## src/rtl/xcvr_pkg.sv

```systemverilog
`timescale 1ns/1ps
package xcvr_pkg;
    typedef enum logic [1:0] {
        DRV_ISOLATE = 2'd0,
        DRV_TO_B    = 2'd1,
        DRV_TO_A    = 2'd2
    } drive_e;
endpackage

```

## src/rtl/xcvr_rise_capture.sv

```systemverilog
`timescale 1ns/1ps
// Capture register loaded on a 0->1 transition of its strobe.
module xcvr_rise_capture #(
    parameter int WIDTH = 8
) (
    input  logic             clk,
    input  logic             rst,
    input  logic             strobe,
    input  logic [WIDTH-1:0] d,
    output logic [WIDTH-1:0] q
);
    logic strobe_d;
    logic load;

    assign load = strobe & ~strobe_d;

    always_ff @(posedge clk) begin
        if (rst) begin
            strobe_d <= 1'b0;
            q        <= '0;
        end else begin
            strobe_d <= strobe;
            if (load) begin
                q <= d;
            end
        end
    end
endmodule

```

## src/rtl/xcvr_path_sel.sv

```systemverilog
`timescale 1ns/1ps
// Picks live or stored data, applies optional complement, gates by enable.
module xcvr_path_sel #(
    parameter int WIDTH  = 8,
    parameter bit INVERT = 1'b0
) (
    input  logic [WIDTH-1:0] live,
    input  logic [WIDTH-1:0] stored,
    input  logic             use_stored,
    input  logic             en,
    output logic [WIDTH-1:0] y
);
    logic [WIDTH-1:0] picked;
    logic [WIDTH-1:0] shaped;

    assign picked = use_stored ? stored : live;

    generate
        if (INVERT) begin : g_inv
            assign shaped = ~picked;
        end else begin : g_pass
            assign shaped = picked;
        end
    endgenerate

    assign y = en ? shaped : '0;
endmodule

```

## src/rtl/xcvr_drive_fsm.sv

```systemverilog
`timescale 1ns/1ps
// Drive-mode controller with break-before-make turnaround.
module xcvr_drive_fsm
    import xcvr_pkg::*;
(
    input  logic clk,
    input  logic rst,
    input  logic oe_n,
    input  logic dir,
    output logic a_oe,
    output logic b_oe
);
    drive_e state_q;
    drive_e state_d;
    drive_e want;

    assign want = oe_n ? DRV_ISOLATE : (dir ? DRV_TO_B : DRV_TO_A);

    always_ff @(posedge clk) begin
        if (rst) begin
            state_q <= DRV_ISOLATE;
        end else begin
            state_q <= state_d;
        end
    end

    always_comb begin
        state_d = state_q;
        unique case (state_q)
            DRV_ISOLATE: begin
                state_d = want;                 // enable_b / enable_a / hold
            end
            DRV_TO_B: begin
                if (want != DRV_TO_B) begin
                    state_d = DRV_ISOLATE;      // release / turnaround
                end
            end
            DRV_TO_A: begin
                if (want != DRV_TO_A) begin
                    state_d = DRV_ISOLATE;      // release / turnaround
                end
            end
            default: begin
                state_d = DRV_ISOLATE;
            end
        endcase
    end

    always_comb begin
        a_oe = 1'b0;
        b_oe = 1'b0;
        unique case (state_q)
            DRV_ISOLATE: ;
            DRV_TO_B:    b_oe = 1'b1;
            DRV_TO_A:    a_oe = 1'b1;
            default:     ;
        endcase
    end
endmodule

```

## src/rtl/reg_bus_xcvr.sv

```systemverilog
`timescale 1ns/1ps
module reg_bus_xcvr #(
    parameter int WIDTH  = 8,
    parameter bit INVERT = 1'b0
) (
    input  logic             clk,
    input  logic             rst,
    input  logic             oe_n,
    input  logic             dir,
    input  logic             cpab,
    input  logic             cpba,
    input  logic             sab,
    input  logic             sba,
    input  logic [WIDTH-1:0] a_in,
    input  logic [WIDTH-1:0] b_in,
    output logic [WIDTH-1:0] a_out,
    output logic             a_oe,
    output logic [WIDTH-1:0] b_out,
    output logic             b_oe
);
    logic [WIDTH-1:0] ab_q;
    logic [WIDTH-1:0] ba_q;

    xcvr_rise_capture #(.WIDTH(WIDTH)) u_cap_ab (
        .clk(clk), .rst(rst), .strobe(cpab), .d(a_in), .q(ab_q)
    );

    xcvr_rise_capture #(.WIDTH(WIDTH)) u_cap_ba (
        .clk(clk), .rst(rst), .strobe(cpba), .d(b_in), .q(ba_q)
    );

    xcvr_drive_fsm u_fsm (
        .clk(clk), .rst(rst), .oe_n(oe_n), .dir(dir),
        .a_oe(a_oe), .b_oe(b_oe)
    );

    xcvr_path_sel #(.WIDTH(WIDTH), .INVERT(INVERT)) u_to_b (
        .live(a_in), .stored(ab_q), .use_stored(sab), .en(b_oe), .y(b_out)
    );

    xcvr_path_sel #(.WIDTH(WIDTH), .INVERT(INVERT)) u_to_a (
        .live(b_in), .stored(ba_q), .use_stored(sba), .en(a_oe), .y(a_out)
    );
endmodule

```

## config.mk

```make
export PLATFORM = sky130hd
export DESIGN_NAME = reg_bus_xcvr
export DESIGN_NICKNAME = d
export VERILOG_FILES = /design/src/rtl/xcvr_pkg.sv /design/src/rtl/xcvr_rise_capture.sv /design/src/rtl/xcvr_path_sel.sv /design/src/rtl/xcvr_drive_fsm.sv /design/src/rtl/reg_bus_xcvr.sv
export SDC_FILE = /design/constraint.sdc
export NUM_CORES = 1
export LEC_CHECK = 0
export BUFFER_PORTS_ARGS = -buffer_cell sky130_fd_sc_hd__buf_2
export CAP_MARGIN = 15
export CORE_MARGIN = 8
export CORE_UTILIZATION = 30
export CTS_CLUSTER_SIZE = 24
export DETAILED_ROUTE_END_ITERATION = 8
export PLACE_DENSITY_LB_ADDON = 0.15
export SLEW_MARGIN = 25
export SYNTH_ARGS = -nofsm -noshare
export SYNTH_HDL_FRONTEND = slang
export SYNTH_SLANG_ARGS = --single-unit
```

## constraint.sdc

```tcl
create_clock -name clk -period 1.6 [get_ports clk]
set_input_delay 0.24 -clock clk [delete_from_list [all_inputs] [get_ports clk]]
set_output_delay 0.24 -clock clk [all_outputs]
set_load 0.005 [all_outputs]
```

Word-level counts from Yosys, hierarchy flattened
Index checks and enable logic that the tools add are counted.
- flip-flop bits (word level): 20
- latch bits: 0
- RAM bits: 0
- bits in read-only memories: 0
- bits of input ports: 24
- output and inout port bits: 18
- logic and storage cells: 28
- memories: 0
- $add $sub $neg: 0
- $mul: 0
- divide/modulo/power cells: 0
- magnitude comparators: 0
- equality and inequality tests: 6
- shift-type cells: 0
- mux-type cells: 11
- bitwise operators: 4
- reduce and logical (&&, ||, !) cells: 2
- operator list (operator ; count):
    8-bit 2-to-1 mux ; 4
    2-bit 2-to-1 mux ; 4
    2-bit by 1-bit inequality test with 1-bit output, second input constant ; 3
    2-bit case mux with 3 select lines ; 1
    1-bit AND ; 2
    2-bit by 1-bit equality test with 1-bit output, second input constant ; 1
    2-bit equality test, second input constant ; 1
    2-bit logical NOT ; 1
    1-bit 2-to-1 mux ; 2
    2-bit inequality test, second input constant ; 1
    1-bit inverter ; 2
    2-bit AND reduction ; 1

Longest topological paths before layout
Gate-level depths: netlist of the first run.
- word-level depth: 5
- mapped depth: 3
- mapped depth without buffers: 2

Hierarchy
Synthesis of the first run repeated with hierarchy kept, for this count alone.
- cell total of the unflattened synthesis: 112
- area, all modules: 1156.1 um^2
- by module, submodules not included (module ; times used ; cells an instance ; area each (um^2) ; sequential area each (um^2)):
    xcvr_rise_capture ; 2 ; 36 ; 396.6 ; 180.2
    xcvr_path_sel ; 2 ; 17 ; 141.4 ; 0.0
    xcvr_drive_fsm ; 1 ; 6 ; 80.1 ; 40.0

Least setup slack after synthesis of the first run
OpenSTA, ideal clock, no wires.
- kind: flip-flop to output port
- start point: reg u_fsm.state_q[1]
- end point: out b_out[0]
- arrival time: 0.705 ns
- required time: 1.360 ns
- path slack: 0.655 ns
- stages on the path, launching flop included: 4
- path buffers: 1
- path through: dfxtp_1 nand2b_1 buf_2 nor2_1
- cells in the longest elaborated chain, start to end: 3
- ends and longest elaborated chain (what ; RTL line ; source):
    start: declaration ; xcvr_drive_fsm.sv:13 ; drive_e state_q;
    start signal: assignment ; xcvr_drive_fsm.sv:23 ; state_q <= state_d;
    2-bit by 1-bit equality test with 1-bit output ; xcvr_drive_fsm.sv:52 ; unique case (state_q)
    1-bit 2-to-1 mux ; xcvr_drive_fsm.sv:52 ;
    8-bit 2-to-1 mux ; xcvr_path_sel.sv:26 ; assign y = en ? shaped : '0;
    end: declaration ; reg_bus_xcvr.sv:18 ; output logic [WIDTH-1:0] b_out,
No other way between the ends.

Final worst setup path of the first run
Ends and elaborated chain as after synthesis.

==> results of run 1 <==
==> per-stage QoR <==
step	instance area, sq um	util (%)
after detailed placement	1330	36.6
after CTS	1400	38.6
after floorplan	1120	-
final	1400	38.6
after global routing	1400	38.6
after global placement	1330	36.6
==> worst max-delay path by stage <==
stage | slack (ns) | endpoint
after floorplan | 0.66 | b_out[0]
after global placement | 0.44 | b_out[7]
after detailed placement | 0.44 | b_out[0]
after CTS | 0.14 | b_out[0]
after global routing | 0.02 | b_out[0]
final | 0.14 | b_out[0]
==> sequential cells by signal, indices dropped and copies added (netlist names) <==
name and count:
u_fsm.state_q 2, u_cap_ab.q 8, u_cap_ab.strobe_d 1, u_cap_ba.q 8, u_cap_ba.strobe_d 1
==> synthesized netlist by cell type (all sizes together) <==
library cell,number,area (sq um)
inv,2,7.51
buf,7,58.8
nor4b,1,15.0
o21ai,16,91.3
nor2b,2,12.5
mux2i,16,160
dfxtp,20,400
nand4bb,16,180
nand2b,18,113
nor2,16,60.1
nor4,1,6.26
and2b,2,20.0
==> critical path: stages, from the launching register on <==
cell and delay [ns]:
dfxtp_1 0.33, nand2b_1 0.31, nor2_1 0.19, buf_2 0.13
==> cell families (layout without fill, tap and decap cells) <==
kind of cell	after synthesis	after routing	synth area share, %
AO/OA/AOI/OAI	16	16	8.12
buffers and inverters	9	47	5.90
flip-flops	20	20	35.6
multiplexers	16	16	14.2
AND/OR/NAND/NOR	56	56	36.2
==> routing by layer <==
layer  track usage (%)  wire length (microns)  vias up
met5                 0                      0        -
met4              2.26                      5        0
met3              2.80                    146        2
met2              15.2                   1350       19
met1              10.8                   1250      449
li1                  -                      -      493
==> final cells by class <==
type	count	area, sq um	share of cell area (%)
Tap cell	48	60.1	4.28
Clock buffer	3	41.3	2.94
Clock inverter	1	30.0	2.14
Multi-Input combinational cell	88	658	46.9
Inverter	2	7.51	0.535
Timing Repair Buffer	41	205	14.6
Sequential cell	20	400	28.5
==> power by group <==
part | switching (mW) | internal, mW | leakage, nW
sequential | 0.0186 | 0.526 | 0.165
combinational | 0.0840 | 0.0905 | 0.422
clock | 0.172 | 0.334 | 0.0357
total | 0.275 | 0.951 | 0.623
==> run_results.csv, run 1 <==
group,metric,value,unit
global_routing,gr_util_all_layers,9.04,%
synth,synthesis.yosys.warnings,0,
die,rows,22,
hold_path,worstHoldPathCells,2,
timing,rsz0062_at_grt,"false",
hold_path,whs_endpoint,"u_fsm.state_q[1]",
cts,root_buffer,"clkbuf_8",
cts,clkSlewWorstSetupHoldPaths,0.08,ns
timing,period_needed,1.46,ns
synth,syn_area_per_cell,9.61,sq um
timing,finalClockSkew,0.00173,ns
synth,ys_seq_area_share,35.6,%
finish,fin_nets,180,
setup_path,regToRegStartpoint,"u_cap_ba.strobe_d",
setup_path,worstSetupEndpointType,"output port",
cts,clock_tree.buffer_depth,2,
route,wl_per_cell,13.6,microns
timing,timing.final.hold_violations,0,
placement,port_buffers,41,
setup_path,critical_path.reg2reg.endpoint,"u_cap_ba.q[6]",
synth,ys_seq_elements,20,
setup_path,required_time_of_the_critical_path,1.36,ns
hold_path,worstHoldStart,"dir",
hold_path,holdCritPathClass,"input pin to register",
power,power_per_cell_area,874,mW/mm^2
finish,finish.cell_count_without_fillers,203,
route,viasPerCell,4.74,
finish,final_layout_size_suffix_gt1_share,32.9,%
global_routing,first_pass_grt_wire_length,4580,microns
route,drcViolationCount,0,
timing,timing.final.setup_violations,0,
status,outcome,"finished, final reports clean",
timing,timing.slew.headroom,68.4,%
die,dieWidth,77.2,microns
route,vias,963,
setup_path,worstRegToRegCells,2,
cts,clkSinkCount,20,
cts,clock_tree.htree_level_count,1,
power,ir_worst_vdd,0.284,mV
finish,antennaDiodeCount,0,
setup_path,critical_path_peak_fanout,9,
cts,cts_hold_repair.buffers,0,
finish,filler_cell_count,393,
synth,post_synth_inst_count,117,
route,drt_first_pass_iters,4,
cts,worst_skew_pair.late_latency,0.25,ns
finish,most-common-layout-cells,"buf_2 (41), dfxtp_1 (20), nand2b_1 (18)",
cts,numCtsBuffers,3,
placement,place.detailed.instances,199,
placement,gp_routability_congestion,0.716,
timing,timing.final.max_slew_violations,0,
die,initial_util,31.0,%
power,p_leak,0.623,nW
placement,post-dp-hpwl,2050,microns
timing,tightest_slew,0.474,ns
die,core_area,0.00363,sq mm
timing,finalWorstSetupSlack,0.141,ns
setup_path,critical_path.startpoint_type,"register",
timing,hold-worst-slack,0.151,ns
cts,postCtsSetupBuffers,0,
run,max-cap-violations,0,
synth,syn_area,0.00112,sq mm
setup_path,setup.worst_path.class,"register to output port",
die,ioPinCount,42,
setup_path,worst_setup_sp,"u_fsm.state_q[1]",
route,detail_route.wirelength,2750,microns
timing,sum_of_negative_setup_slack,0,ns
global_routing,globalRouteOverflowTotal,0,
setup_path,critPathArrivalTime,1.22,ns
die,design.die.area,0.00596,sq mm
power,post_layout_total_power,1.23,mW
route,initialDrtViolationCount,51,
global_routing,antenna_violations_before_repair,0,
cts,clock_tree_from_tritoncts,"built",
global_routing,first_global_vias,999,
route,ant_nets,0,
finish,area_growth,24.7,%
timing,finalCritPeriodShare,91.2,%
cts,cts_resized,0,
placement,place_worst_setup_slack,0.437,ns
die,die_height,77.2,microns
setup_path,ff2ff_setup_slack,0.64,ns
finish,layout_commonest_cell,"buf_2",
synth,postSynthNetCount,141,
global_routing,grt_start_max_net_pins,37,
synth,synth.lib_cells_used.distinct,15,
timing,fmaxAchievable,685,MHz
Power figures use the tool's default switching activity.
==> inputs of run 2 (changes only) <==
- CAP_MARGIN: 15 -> default
- RECOVER_POWER: default -> 50
==> run 2 against run 1 <==
Critical endpoint unchanged. Sequential share of layout area rose by 0.31 points. Setup slack improved by 0.00069 ns. Clock power rose by 1%. Combinational power fell by 3%. Fmax barely moved. Largest cell class unchanged. Power fell by 0.17%. Die area did not move. Non-clock buffer count did not move. Sequential power barely moved. Critical path depth did not move. Global-route usage did not move.
==> run_results.csv, run 2 (synthesis gave the netlist of run 1 again) <==
group,metric,value,unit
setup_path,setup.worst_path.class,"register to output port",
cts,clkSlewWorstSetupHoldPaths,0.08,ns
placement,post-dp-hpwl,2050,microns
finish,fin_nets,180,
global_routing,grt_start_max_net_pins,37,
global_routing,globalRouteOverflowTotal,0,
placement,place.detailed.instances,199,
setup_path,worstSetupEndpointType,"output port",
cts,clock_tree.buffer_depth,2,
global_routing,first_pass_grt_wire_length,4580,microns
timing,finalClockSkew,0.00148,ns
timing,timing.final.setup_violations,0,
timing,timing.final.hold_violations,0,
cts,worst_skew_pair.late_latency,0.26,ns
finish,area_growth,23.4,%
power,p_int,0.948,mW
power,pwr-share-comb,13.7,%
timing,rsz0062_at_grt,"false",
power,ir_worst_vdd,0.282,mV
finish,filler_cell_count,397,
power,p_leak,0.614,nW
cts,clock_tree_from_tritoncts,"built",
global_routing,gr_util_all_layers,9.04,%
setup_path,ff2ff_setup_slack,0.61,ns
timing,fmaxAchievable,686,MHz
timing,sum_of_negative_setup_slack,0,ns
route,initialDrtViolationCount,47,
route,wl_per_cell,13.6,microns
cts,cts_hold_repair.buffers,0,
power,power_per_cell_area,882,mW/mm^2
power,p_seq_share,44.5,%
timing,hold-worst-slack,0.143,ns
finish,post-route-util,38.2,%
global_routing,met3_usage,2.80,%
power,p_sw_share,22.5,%
cts,root_buffer,"clkbuf_8",
cts,cts_resized,0,
setup_path,critical_path.startpoint_type,"register",
finish,final_layout_size_suffix_gt1_share,30.3,%
die,dieWidth,77.2,microns
route,drt_first_pass_iters,4,
finish,antennaDiodeCount,0,
route,ant_nets,0,
global_routing,busiest_layer,"met2",
finish,largest_registers,"u_cap_ab.q x8, u_cap_ba.q x8, u_fsm.state_q x2",
die,core_area,0.00363,sq mm
die,die_height,77.2,microns
placement,gp_routability_congestion,0.716,
finish,regArea,400,sq um
placement,port_buffers,41,
timing,timing.slew.headroom,26.9,%
cts,clock_tree.htree_level_count,1,
timing,tightest_slew,1.10,ns
finish,multiInputGateArea,644,sq um
finish,finish.cell_count_without_fillers,203,
global_routing,antenna_violations_before_repair,0,
die,design.die.area,0.00596,sq mm
finish,layout_commonest_cell,"buf_2",
status,outcome,"finished, final reports clean",
die,rows,22,
cts,numCtsBuffers,3,
timing,finalCritPeriodShare,91.2,%
die,ioPinCount,42,
timing,timing.final.max_slew_violations,0,
route,detail_route.wirelength,2760,microns
power,power.share.clock,41.7,%
finish,most-common-layout-cells,"buf_2 (40), dfxtp_1 (20), nand2b_1 (18)",
die,initial_util,31.0,%
setup_path,required_time_of_the_critical_path,1.36,ns
route,viasPerCell,4.76,
setup_path,critical_path_peak_fanout,9,
route,drcViolationCount,0,
global_routing,first_global_vias,999,
hold_path,holdCritPathClass,"input pin to register",
setup_path,critPathArrivalTime,1.22,ns
global_routing,grtUsageMet1,10.8,%
global_routing,groute.layer.met2.usage,15.2,%
timing,period_needed,1.46,ns
run,max-cap-violations,0,
route,vias,967,
cts,clkSinkCount,20,
power,switch_pwr,0.275,mW
cts,postCtsSetupBuffers,0,
-- run 2: cell types whose count changed in the layout (fill, tap and decap cells not counted), sizes merged --
cell / before / now
clkbuf: 3 / 4
buf: 41 / 40
-- run 2: worst max-delay path, cell delays in order, from the launching register on --
cell,delay [ns]
dfxtp_1,0.33
nand2b_1,0.31
nor2_1,0.19
buf_2,0.13
-- run 2: cell type report --
type                       instances  share of cell area (%)
multi-input combinational         88                    46.4
sequential                        20                    28.9
timing repair buffer              41                    14.7
tap                               48                    4.33
clock buffer                       3                    2.98
clock inverter                     1                    2.16
inverter                           2                   0.541
-- run 2: per-stage QoR --
| step | setup slack, ns | power [mW] | area [sq um] |
|---|---|---|---|
| 3_5_place_dp | 0.437 | 0.734 | 1330 |
| 3_3_place_gp | 0.444 | 0.727 | 1330 |
| 5_1_grt | 0.0486 | 1.28 | 1390 |
| 6_report | 0.141 | 1.22 | 1390 |
| 2_1_floorplan | 0.655 | 0.670 | 1120 |
| 4_1_cts | 0.138 | 1.24 | 1400 |
-- run 2: power by group through the flow --
stage | clock, mW | combinational, mW | sequential (mW)
floorplan | 0 | 0.119 | 0.551
global placement | 0 | 0.171 | 0.556
detailed placement | 0 | 0.177 | 0.557
CTS | 0.521 | 0.177 | 0.545
global route | 0.540 | 0.187 | 0.549
finish | 0.511 | 0.168 | 0.545
-- run 2: worst paths after layout --
path / startpoint / end / cells past startpoint
worst min-delay path: dir / u_fsm.state_q[1] / 2
worst max register to register: u_cap_ab.strobe_d / u_cap_ab.q[3] / 2
worst min register to register: u_fsm.state_q[0] / u_fsm.state_q[1] / 1
worst max-delay path: u_fsm.state_q[1] / b_out[0] / 3
-- run 2: layer usage --
metal | part of all wire, % | up-vias
met5 | 0 | -
met4 | 0.18 | 0
met3 | 5.4 | 2
met2 | 49 | 19
met1 | 45 | 455
li1 | - | 491
